### config.mk
export PLATFORM = sky130hd
export DESIGN_NAME = tmon_supervisor
export DESIGN_NICKNAME = d
export VERILOG_FILES = /design/src/rtl/tmon_pkg.sv /design/src/rtl/tmon_flags.sv /design/src/rtl/tmon_state.sv /design/src/rtl/tmon_cfg.sv /design/src/rtl/tmon_timer.sv /design/src/rtl/tmon_supervisor.sv
export SDC_FILE = /design/constraint.sdc
export NUM_CORES = 1
export LEC_CHECK = 0
export ABC_AREA = 1
export CAP_MARGIN = 0
export CORE_UTILIZATION = 43
export DETAILED_ROUTE_END_ITERATION = 10
export PLACE_DENSITY = 0.79
export SYNTH_ARGS = -nofsm -noshare
export SYNTH_HDL_FRONTEND = slang
export SYNTH_SLANG_ARGS = --single-unit
### constraint.sdc
create_clock -name clk -period 1.9 [get_ports clk]
set_input_delay 0.19 -clock clk [delete_from_list [all_inputs] [get_ports clk]]
set_output_delay 0.19 -clock clk [all_outputs]
set_load 0.01 [all_outputs]
### src/rtl/tmon_pkg.sv
package tmon_pkg;
   localparam int unsigned ADDR_W  = 3;
   localparam int unsigned SVF_BIT = 16;
   localparam int unsigned NVF_BIT = 17;

   localparam logic [ADDR_W-1:0] RA_STATUS = 3'd0;
   localparam logic [ADDR_W-1:0] RA_SRC_EN = 3'd1;
   localparam logic [ADDR_W-1:0] RA_CTRL   = 3'd2;
   localparam logic [ADDR_W-1:0] RA_IRQ    = 3'd3;
   localparam logic [ADDR_W-1:0] RA_TIME   = 3'd4;

   // control register, soft lock in bit 0 .. run in bit 3
   typedef struct packed {
      logic run;
      logic fail_lock;
      logic hard_lock;
      logic soft_lock;
   } ctrl_t;
endpackage

### src/rtl/tmon_flags.sv
module tmon_flags #(
   parameter int unsigned NSRC = 10
) (
   input  logic            clk,
   input  logic            bat_rst_n,
   input  logic [NSRC-1:0] src_i,
   input  logic [NSRC-1:0] en_i,
   input  logic [NSRC-1:0] clr_i,
   output logic [NSRC-1:0] flags_o,
   output logic            event_o
);
   logic [NSRC-1:0] flag_q;

   for (genvar g = 0; g < NSRC; g++) begin : g_src
      always_ff @(posedge clk or negedge bat_rst_n) begin
         if (!bat_rst_n)                    flag_q[g] <= 1'b0;
         else if (src_i[g] && en_i[g])      flag_q[g] <= 1'b1;
         else if (clr_i[g] && !src_i[g])    flag_q[g] <= 1'b0;
      end

      AST_FLAG_HELD: assert property (@(posedge clk) disable iff (!bat_rst_n)
         (src_i[g] && flag_q[g]) |=> flag_q[g]);
   end

   assign flags_o = flag_q;
   assign event_o = |(src_i & en_i);
endmodule

### src/rtl/tmon_state.sv
module tmon_state (
   input  logic clk,
   input  logic bat_rst_n,
   input  logic sys_rst_i,
   input  logic event_i,
   input  logic clr_svf_i,
   input  logic clr_nvf_i,
   input  logic flags_any_i,
   input  logic en_any_i,
   input  logic fail_lock_i,
   output logic svf_o,
   output logic nvf_o
);
   logic svf_q, nvf_q, svf_clear_ok;

   assign svf_clear_ok = clr_svf_i && nvf_q && !flags_any_i && !en_any_i && !fail_lock_i;

   always_ff @(posedge clk or negedge bat_rst_n) begin
      if (!bat_rst_n)         svf_q <= 1'b0;
      else if (event_i)       svf_q <= 1'b1;
      else if (svf_clear_ok)  svf_q <= 1'b0;
   end

   always_ff @(posedge clk or negedge bat_rst_n) begin
      if (!bat_rst_n)                 nvf_q <= 1'b1;
      else if (sys_rst_i && svf_q)    nvf_q <= 1'b1;
      else if (clr_nvf_i && !svf_q)   nvf_q <= 1'b0;
   end

   assign svf_o = svf_q;
   assign nvf_o = nvf_q;

   AST_SVF_NEEDS_NVF: assert property (@(posedge clk) disable iff (!bat_rst_n)
      $fell(svf_q) |-> $past(nvf_q));
   AST_NVF_CLEARS_LAST: assert property (@(posedge clk) disable iff (!bat_rst_n)
      $fell(nvf_q) |-> !$past(svf_q));
   AST_SYSRST_INVALID: assert property (@(posedge clk) disable iff (!bat_rst_n)
      (sys_rst_i && svf_q) |=> nvf_q);
   AST_FAIL_LOCK_HOLDS: assert property (@(posedge clk) disable iff (!bat_rst_n)
      (fail_lock_i && svf_q) |=> svf_q);
endmodule

### src/rtl/tmon_cfg.sv
module tmon_cfg
   import tmon_pkg::*;
#(
   parameter int unsigned NSRC = 10
) (
   input  logic              clk,
   input  logic              bat_rst_n,
   input  logic              sys_rst_i,
   input  logic              wr_en_i,
   input  logic [ADDR_W-1:0] addr_i,
   input  logic [NSRC-1:0]   en_wdata_i,
   input  ctrl_t             ctrl_wdata_i,
   input  logic              irq_wdata_i,
   output logic [NSRC-1:0]   src_en_o,
   output ctrl_t             ctrl_o,
   output logic              irq_en_o
);
   logic [NSRC-1:0] en_q;
   ctrl_t           ctrl_q;
   logic            irq_en_q;
   logic            wr_ctrl, wr_en_reg, wr_irq, locked;

   assign wr_ctrl   = wr_en_i && (addr_i == RA_CTRL);
   assign wr_en_reg = wr_en_i && (addr_i == RA_SRC_EN);
   assign wr_irq    = wr_en_i && (addr_i == RA_IRQ);
   assign locked    = ctrl_q.soft_lock || ctrl_q.hard_lock;

   always_ff @(posedge clk or negedge bat_rst_n) begin
      if (!bat_rst_n)                  en_q <= '0;
      else if (wr_en_reg && !locked)   en_q <= en_wdata_i;
   end

   // soft lock and interrupt enable live in the system domain
   always_ff @(posedge clk or negedge bat_rst_n) begin
      if (!bat_rst_n) begin
         ctrl_q.soft_lock <= 1'b0;
         irq_en_q         <= 1'b0;
      end else if (sys_rst_i) begin
         ctrl_q.soft_lock <= 1'b0;
         irq_en_q         <= 1'b0;
      end else begin
         if (wr_ctrl && ctrl_wdata_i.soft_lock) ctrl_q.soft_lock <= 1'b1;
         if (wr_irq)                            irq_en_q <= irq_wdata_i;
      end
   end

   // hard locks live in the battery domain only
   always_ff @(posedge clk or negedge bat_rst_n) begin
      if (!bat_rst_n) begin
         ctrl_q.hard_lock <= 1'b0;
         ctrl_q.fail_lock <= 1'b0;
         ctrl_q.run       <= 1'b0;
      end else if (wr_ctrl) begin
         if (ctrl_wdata_i.hard_lock) ctrl_q.hard_lock <= 1'b1;
         if (ctrl_wdata_i.fail_lock) ctrl_q.fail_lock <= 1'b1;
         ctrl_q.run <= ctrl_wdata_i.run;
      end
   end

   assign src_en_o = en_q;
   assign ctrl_o   = ctrl_q;
   assign irq_en_o = irq_en_q;

   AST_EN_LOCKED: assert property (@(posedge clk) disable iff (!bat_rst_n)
      locked |=> $stable(en_q));
   AST_HARD_LOCK_KEPT: assert property (@(posedge clk) disable iff (!bat_rst_n)
      !$fell(ctrl_q.hard_lock));
   AST_FAIL_LOCK_SET_ONLY: assert property (@(posedge clk) disable iff (!bat_rst_n)
      !$fell(ctrl_q.fail_lock));
endmodule

### src/rtl/tmon_timer.sv
module tmon_timer #(
   parameter int unsigned CNT_W = 32
) (
   input  logic             clk,
   input  logic             bat_rst_n,
   input  logic             tick_i,
   input  logic             run_i,
   input  logic             frozen_i,
   input  logic             load_i,
   input  logic [CNT_W-1:0] load_val_i,
   output logic [CNT_W-1:0] count_o
);
   logic [CNT_W-1:0] cnt_q;

   always_ff @(posedge clk or negedge bat_rst_n) begin
      if (!bat_rst_n)                          cnt_q <= '0;
      else if (load_i)                         cnt_q <= load_val_i;
      else if (tick_i && run_i && !frozen_i)   cnt_q <= cnt_q + 1'b1;
   end

   assign count_o = cnt_q;

   AST_FROZEN_STOPS: assert property (@(posedge clk) disable iff (!bat_rst_n)
      (frozen_i && !load_i) |=> $stable(cnt_q));
endmodule

### src/rtl/tmon_supervisor.sv
module tmon_supervisor
   import tmon_pkg::*;
#(
   parameter int unsigned NSRC           = 10,
   parameter int unsigned DATA_W         = 32,
   parameter int unsigned CNT_W          = 32,
   parameter bit          IRQ_REGISTERED = 1'b0
) (
   input  logic              clk,
   input  logic              bat_rst_n,
   input  logic              sys_rst_i,
   input  logic              wr_en_i,
   input  logic [2:0]        addr_i,
   input  logic [DATA_W-1:0] wdata_i,
   output logic [DATA_W-1:0] rdata_o,
   input  logic [NSRC-1:0]   tamper_i,
   input  logic              tick_i,
   output logic              irq_o
);
   localparam int unsigned STATUS_W = NVF_BIT + 1;

   if (NSRC < 1 || NSRC > SVF_BIT) begin : g_bad_nsrc
      $error("NSRC must lie between 1 and SVF_BIT");
   end
   if (DATA_W < STATUS_W) begin : g_bad_dw
      $error("DATA_W too narrow for the status word");
   end
   if (CNT_W > DATA_W || CNT_W < 1) begin : g_bad_cw
      $error("CNT_W must fit in DATA_W");
   end

   logic              wr_eff, wr_status, wr_time;
   logic [NSRC-1:0]   flags, src_en;
   logic              evt, svf, nvf, irq_en;
   ctrl_t             ctrl;
   logic [CNT_W-1:0]  count;

   assign wr_eff    = wr_en_i && !sys_rst_i;
   assign wr_status = wr_eff && (addr_i == RA_STATUS);
   assign wr_time   = wr_eff && (addr_i == RA_TIME) && !svf;

   tmon_cfg #(.NSRC(NSRC)) u_cfg (
      .clk         (clk),
      .bat_rst_n   (bat_rst_n),
      .sys_rst_i   (sys_rst_i),
      .wr_en_i     (wr_eff),
      .addr_i      (addr_i),
      .en_wdata_i  (wdata_i[NSRC-1:0]),
      .ctrl_wdata_i(ctrl_t'(wdata_i[3:0])),
      .irq_wdata_i (wdata_i[0]),
      .src_en_o    (src_en),
      .ctrl_o      (ctrl),
      .irq_en_o    (irq_en)
   );

   tmon_flags #(.NSRC(NSRC)) u_flags (
      .clk      (clk),
      .bat_rst_n(bat_rst_n),
      .src_i    (tamper_i),
      .en_i     (src_en),
      .clr_i    (wr_status ? wdata_i[NSRC-1:0] : '0),
      .flags_o  (flags),
      .event_o  (evt)
   );

   tmon_state u_state (
      .clk        (clk),
      .bat_rst_n  (bat_rst_n),
      .sys_rst_i  (sys_rst_i),
      .event_i    (evt),
      .clr_svf_i  (wr_status && wdata_i[SVF_BIT]),
      .clr_nvf_i  (wr_status && wdata_i[NVF_BIT]),
      .flags_any_i(|flags),
      .en_any_i   (|src_en),
      .fail_lock_i(ctrl.fail_lock),
      .svf_o      (svf),
      .nvf_o      (nvf)
   );

   tmon_timer #(.CNT_W(CNT_W)) u_timer (
      .clk       (clk),
      .bat_rst_n (bat_rst_n),
      .tick_i    (tick_i),
      .run_i     (ctrl.run),
      .frozen_i  (svf || nvf),
      .load_i    (wr_time),
      .load_val_i(wdata_i[CNT_W-1:0]),
      .count_o   (count)
   );

   if (IRQ_REGISTERED) begin : g_irq_reg
      logic irq_q;
      always_ff @(posedge clk or negedge bat_rst_n) begin
         if (!bat_rst_n) irq_q <= 1'b0;
         else            irq_q <= svf && irq_en;
      end
      assign irq_o = irq_q;
   end else begin : g_irq_comb
      assign irq_o = svf && irq_en;
   end

   always_comb begin
      rdata_o = '0;
      case (addr_i)
         RA_STATUS: begin
            rdata_o[NSRC-1:0] = flags;
            rdata_o[SVF_BIT]  = svf;
            rdata_o[NVF_BIT]  = nvf;
         end
         RA_SRC_EN: rdata_o[NSRC-1:0] = src_en;
         RA_CTRL:   rdata_o[3:0]      = ctrl;
         RA_IRQ:    rdata_o[0]        = irq_en;
         RA_TIME:   rdata_o[CNT_W-1:0] = count;
         default:   rdata_o = '0;
      endcase
   end

   AST_EVENT_FAILS: assert property (@(posedge clk) disable iff (!bat_rst_n)
      (|(tamper_i & src_en)) |=> svf);
   AST_IRQ_NEEDS_SVF: assert property (@(posedge clk) disable iff (!bat_rst_n)
      (IRQ_REGISTERED == 1'b0 && !svf) |-> !irq_o);
endmodule

==> flow_summary_export.csv <==
group,metric,value,unit
global_routing,track_usage,0.264,
clock_tree,clockBufferDepth,2,
floorplanning,dieWidth,99.2,um
yosys,synth.top_cells.by_area,"dfrtp_1 (36%), nand2_1 (18%), inv_1 (8.0%), nor2_1 (5.9%), nand3_1 (5.4%)",
power,p_int,3.00,mW
yosys,synth_top_cell_by_area,"dfrtp_1",
yosys,synth_flop_cell,"dfrtp_1",
yosys,synth_top_area_share,0.357,
power,p_leak,2.86,nW
yosys,synth_nets,660,
power,clockPowerShare,0.267,
finish,drive_gt1_frac,0.130,
timing,fmax,559,MHz
floorplanning,die_h,99.2,um
finish,fillers,881,
floorplanning,placementRows,35,
timing,period_needed,1.79,ns
place,dp_hpwl,9.56,mm
routing,postRouteAntennaNets,0,
timing,worst_pin_slew,0.517,ns
worst_setup_path,crit_type,"input port to primary output",
clock_tree,cts_inserted_buffers,9,
routing,vias_per_cell,5.19,
yosys,netlist_area,4060,um2
timing,timing.slew.headroom,0.655,
routing,wire_per_inst,15.0,um
routing,firstDrtPassIters,4,
finish,layout_common_cells,"nand2_1 (196), inv_1 (86), nor2_1 (64)",
worst_setup_path,cp.arrival,1.60,ns
hold_path,hp-class,"input port to register",
routing,wl,12.4,mm
floorplanning,io_pins,83,
finish,area_growth,34.2,%
global_routing,grt_start_max_net_pins,41,
global_routing,grt_pass1_vias,4299,
timing,hold_violations,0,
floorplanning,core,9200,um2
worst_setup_path,cp-start-kind,"input port",
power,p_seq_frac,0.415,
power,p_comb_frac,0.318,
floorplanning,die_area,9840,um2
routing,drc,0,
place,gp_congestion,0.927,
timing,skew,0.0103,ns
clock_tree,clock_sinks,59,
timing,setup_viol_count_final,0,
routing,drtIter0Drc,235,
worst_setup_path,critPathRequiredTime,1.71,ns
yosys,yosysWarnings,0,
timing,final.setup.tns,0,ns
power,p_sw,1.86,mW
finish,final_common_cell,"nand2_1",
place,dp_cells,808,
worst_setup_path,worst-path-max-fanout,3,
flow_run,drv_cap,0,
clock_tree,clk_latency,0.35,ns
routing,vias,4298,
power,p_per_area,893,nW/um2
finish,n_antenna_cell,0,
finish,final_cells,828,
power,ir_worst_vdd,0.359,mV
yosys,synth_edf_count,0,
floorplanning,start_util,0.442,
worst_setup_path,end_kind,"primary output",
power,netSwitchingFraction,0.383,
yosys,syn_inst,609,
global_routing,antenna_found_initial,0,
timing,rsz0062_at_grt,"no",
global_routing,grt_first_pass_wirelength,20.3,mm
yosys,synth_cell_types,36,
yosys,async_flop_share,1.00,
global_routing,grt_overflow,0,
yosys,ys_seq_area_frac,0.364,
timing,drv_slew,0,
place,portBuffers,82,
clock_tree,htreeDepth,3,
finish,nets,763,
clock_tree,clockRootBuffer,"clkbuf_8",
timing,finalCritPeriodShare,0.942,
finish,fin_util,0.593,
yosys,ys_seq_elements,59,
yosys,syn_avg_cell_area,6.67,um2
outcome,status,"finished, final reports clean",
clock_tree,cts_tree,"built",
clock_tree,clkTransAtPathRegs,0.07,ns
[worst max-delay path, stage by stage]
cell and delay [ns]:
clkdlybuf4s50_1 0.46, buf_4 0.17, inv_1 0.10, nand3_2 0.12, inv_1 0.12, nand2_1 0.06
o2111ai_1 0.10, dlygate4sd2_1 0.29
[cell families after synthesis]
group / synth area share
buffers and inverters: 0.116
and+or+nand+nor: 0.404
DFF: 0.364
xor gates and xnor gates: 0.0173
adders and majority gates: 0.00308
AOI/OAI and AO/OA: 0.0961
[area by class of cell]
| type | count | area [um2] | share of cell area |
|---|---|---|---|
| Multi-Input combinational cell | 438 | 2140 | 0.393 |
| Sequential cell | 59 | 1480 | 0.271 |
| Timing Repair Buffer | 106 | 1100 | 0.202 |
| Inverter | 97 | 365 | 0.0670 |
| Clock buffer | 11 | 141 | 0.0259 |
| Tap cell | 111 | 139 | 0.0255 |
| Clock inverter | 5 | 77.6 | 0.0142 |
| Timing Repair inverter | 1 | 7.51 | 0.00138 |
[final timing paths]
check,start,to,slack (ns),depth (start not counted)
setup / recovery,addr_i[0],rdata_o[2],0.11,8
hold / removal,addr_i[2],u_cfg.irq_en_o,0.35,4
setup reg to reg,u_timer.count_o[0],u_timer.count_o[26],0.26,8
hold reg to reg,u_cfg.ctrl_o[1],u_cfg.ctrl_o[1],0.52,2
max in group asynchronous,bat_rst_n,u_flags.flags_o[4],0.93,3
min in group asynchronous,bat_rst_n,u_timer.count_o[28],0.36,2
[power groups by stage]
| stage | combinational, mW | sequential (mW) | clock, mW |
|---|---|---|---|
| floorplan | 1.05 | 1.90 | 0 |
| global placement | 1.50 | 2.01 | 0 |
| detailed placement | 1.54 | 2.03 | 0 |
| CTS | 1.55 | 2.01 | 1.31 |
| global route | 1.73 | 2.06 | 1.36 |
| finish | 1.55 | 2.02 | 1.30 |
[cell usage after synthesis (8+ instances only)]
master and number:
nor2_1 64, nand2_2 11, dfrtp_1 58, a21oi_1 13
o21ai_0 20, nor3_1 15, inv_1 87, nand3_1 44
nand2_1 196, inv_2 9, o21ai_1 16, nand3_2 8
[per-layer routing]
layer,wire [um],vias to the layer above,GRT usage,share of wire
met5,0,-,0,0
met4,342,0,0.111,0.028
met3,728,28,0.0379,0.059
met2,6030,174,0.467,0.49
met1,5300,1977,0.321,0.43
li1,-,2119,-,-
[flip-flops by register name (all words and copies together), names as in the netlist]
signal,cells
u_cfg.irq_en_o,1
u_flags.flags_o,10
u_cfg.ctrl_o,4
u_state.svf_o,1
u_cfg.src_en_o,10
u_timer.count_o,32
u_state.nvf_o,1
[repair_timing]
item / CTS / global route
gates cloned: 1 / 0
resized for setup: 22 / 21
endpoints found under the hold margin: 18 / 0
setup endpoints to repair: 32 / 16
hold buffers: 1 / 0
pin swaps: 0 / 1
buffers inserted: 1 / 1
[per-stage QoR]
stage	instance area, um2	power, mW	hold WS (ns)	worst slack [ns]
2_1_floorplan	4060	2.94	-0.106	0.536
3_3_place_gp	5140	3.51	0.171	-0.130
3_5_place_dp	5140	3.57	0.180	-0.152
4_1_cts	5380	4.86	0.357	-0.160
5_1_grt	5450	5.15	0.363	0.0341
6_report	5450	4.87	0.352	0.110
Power figures use the tool's default switching activity.
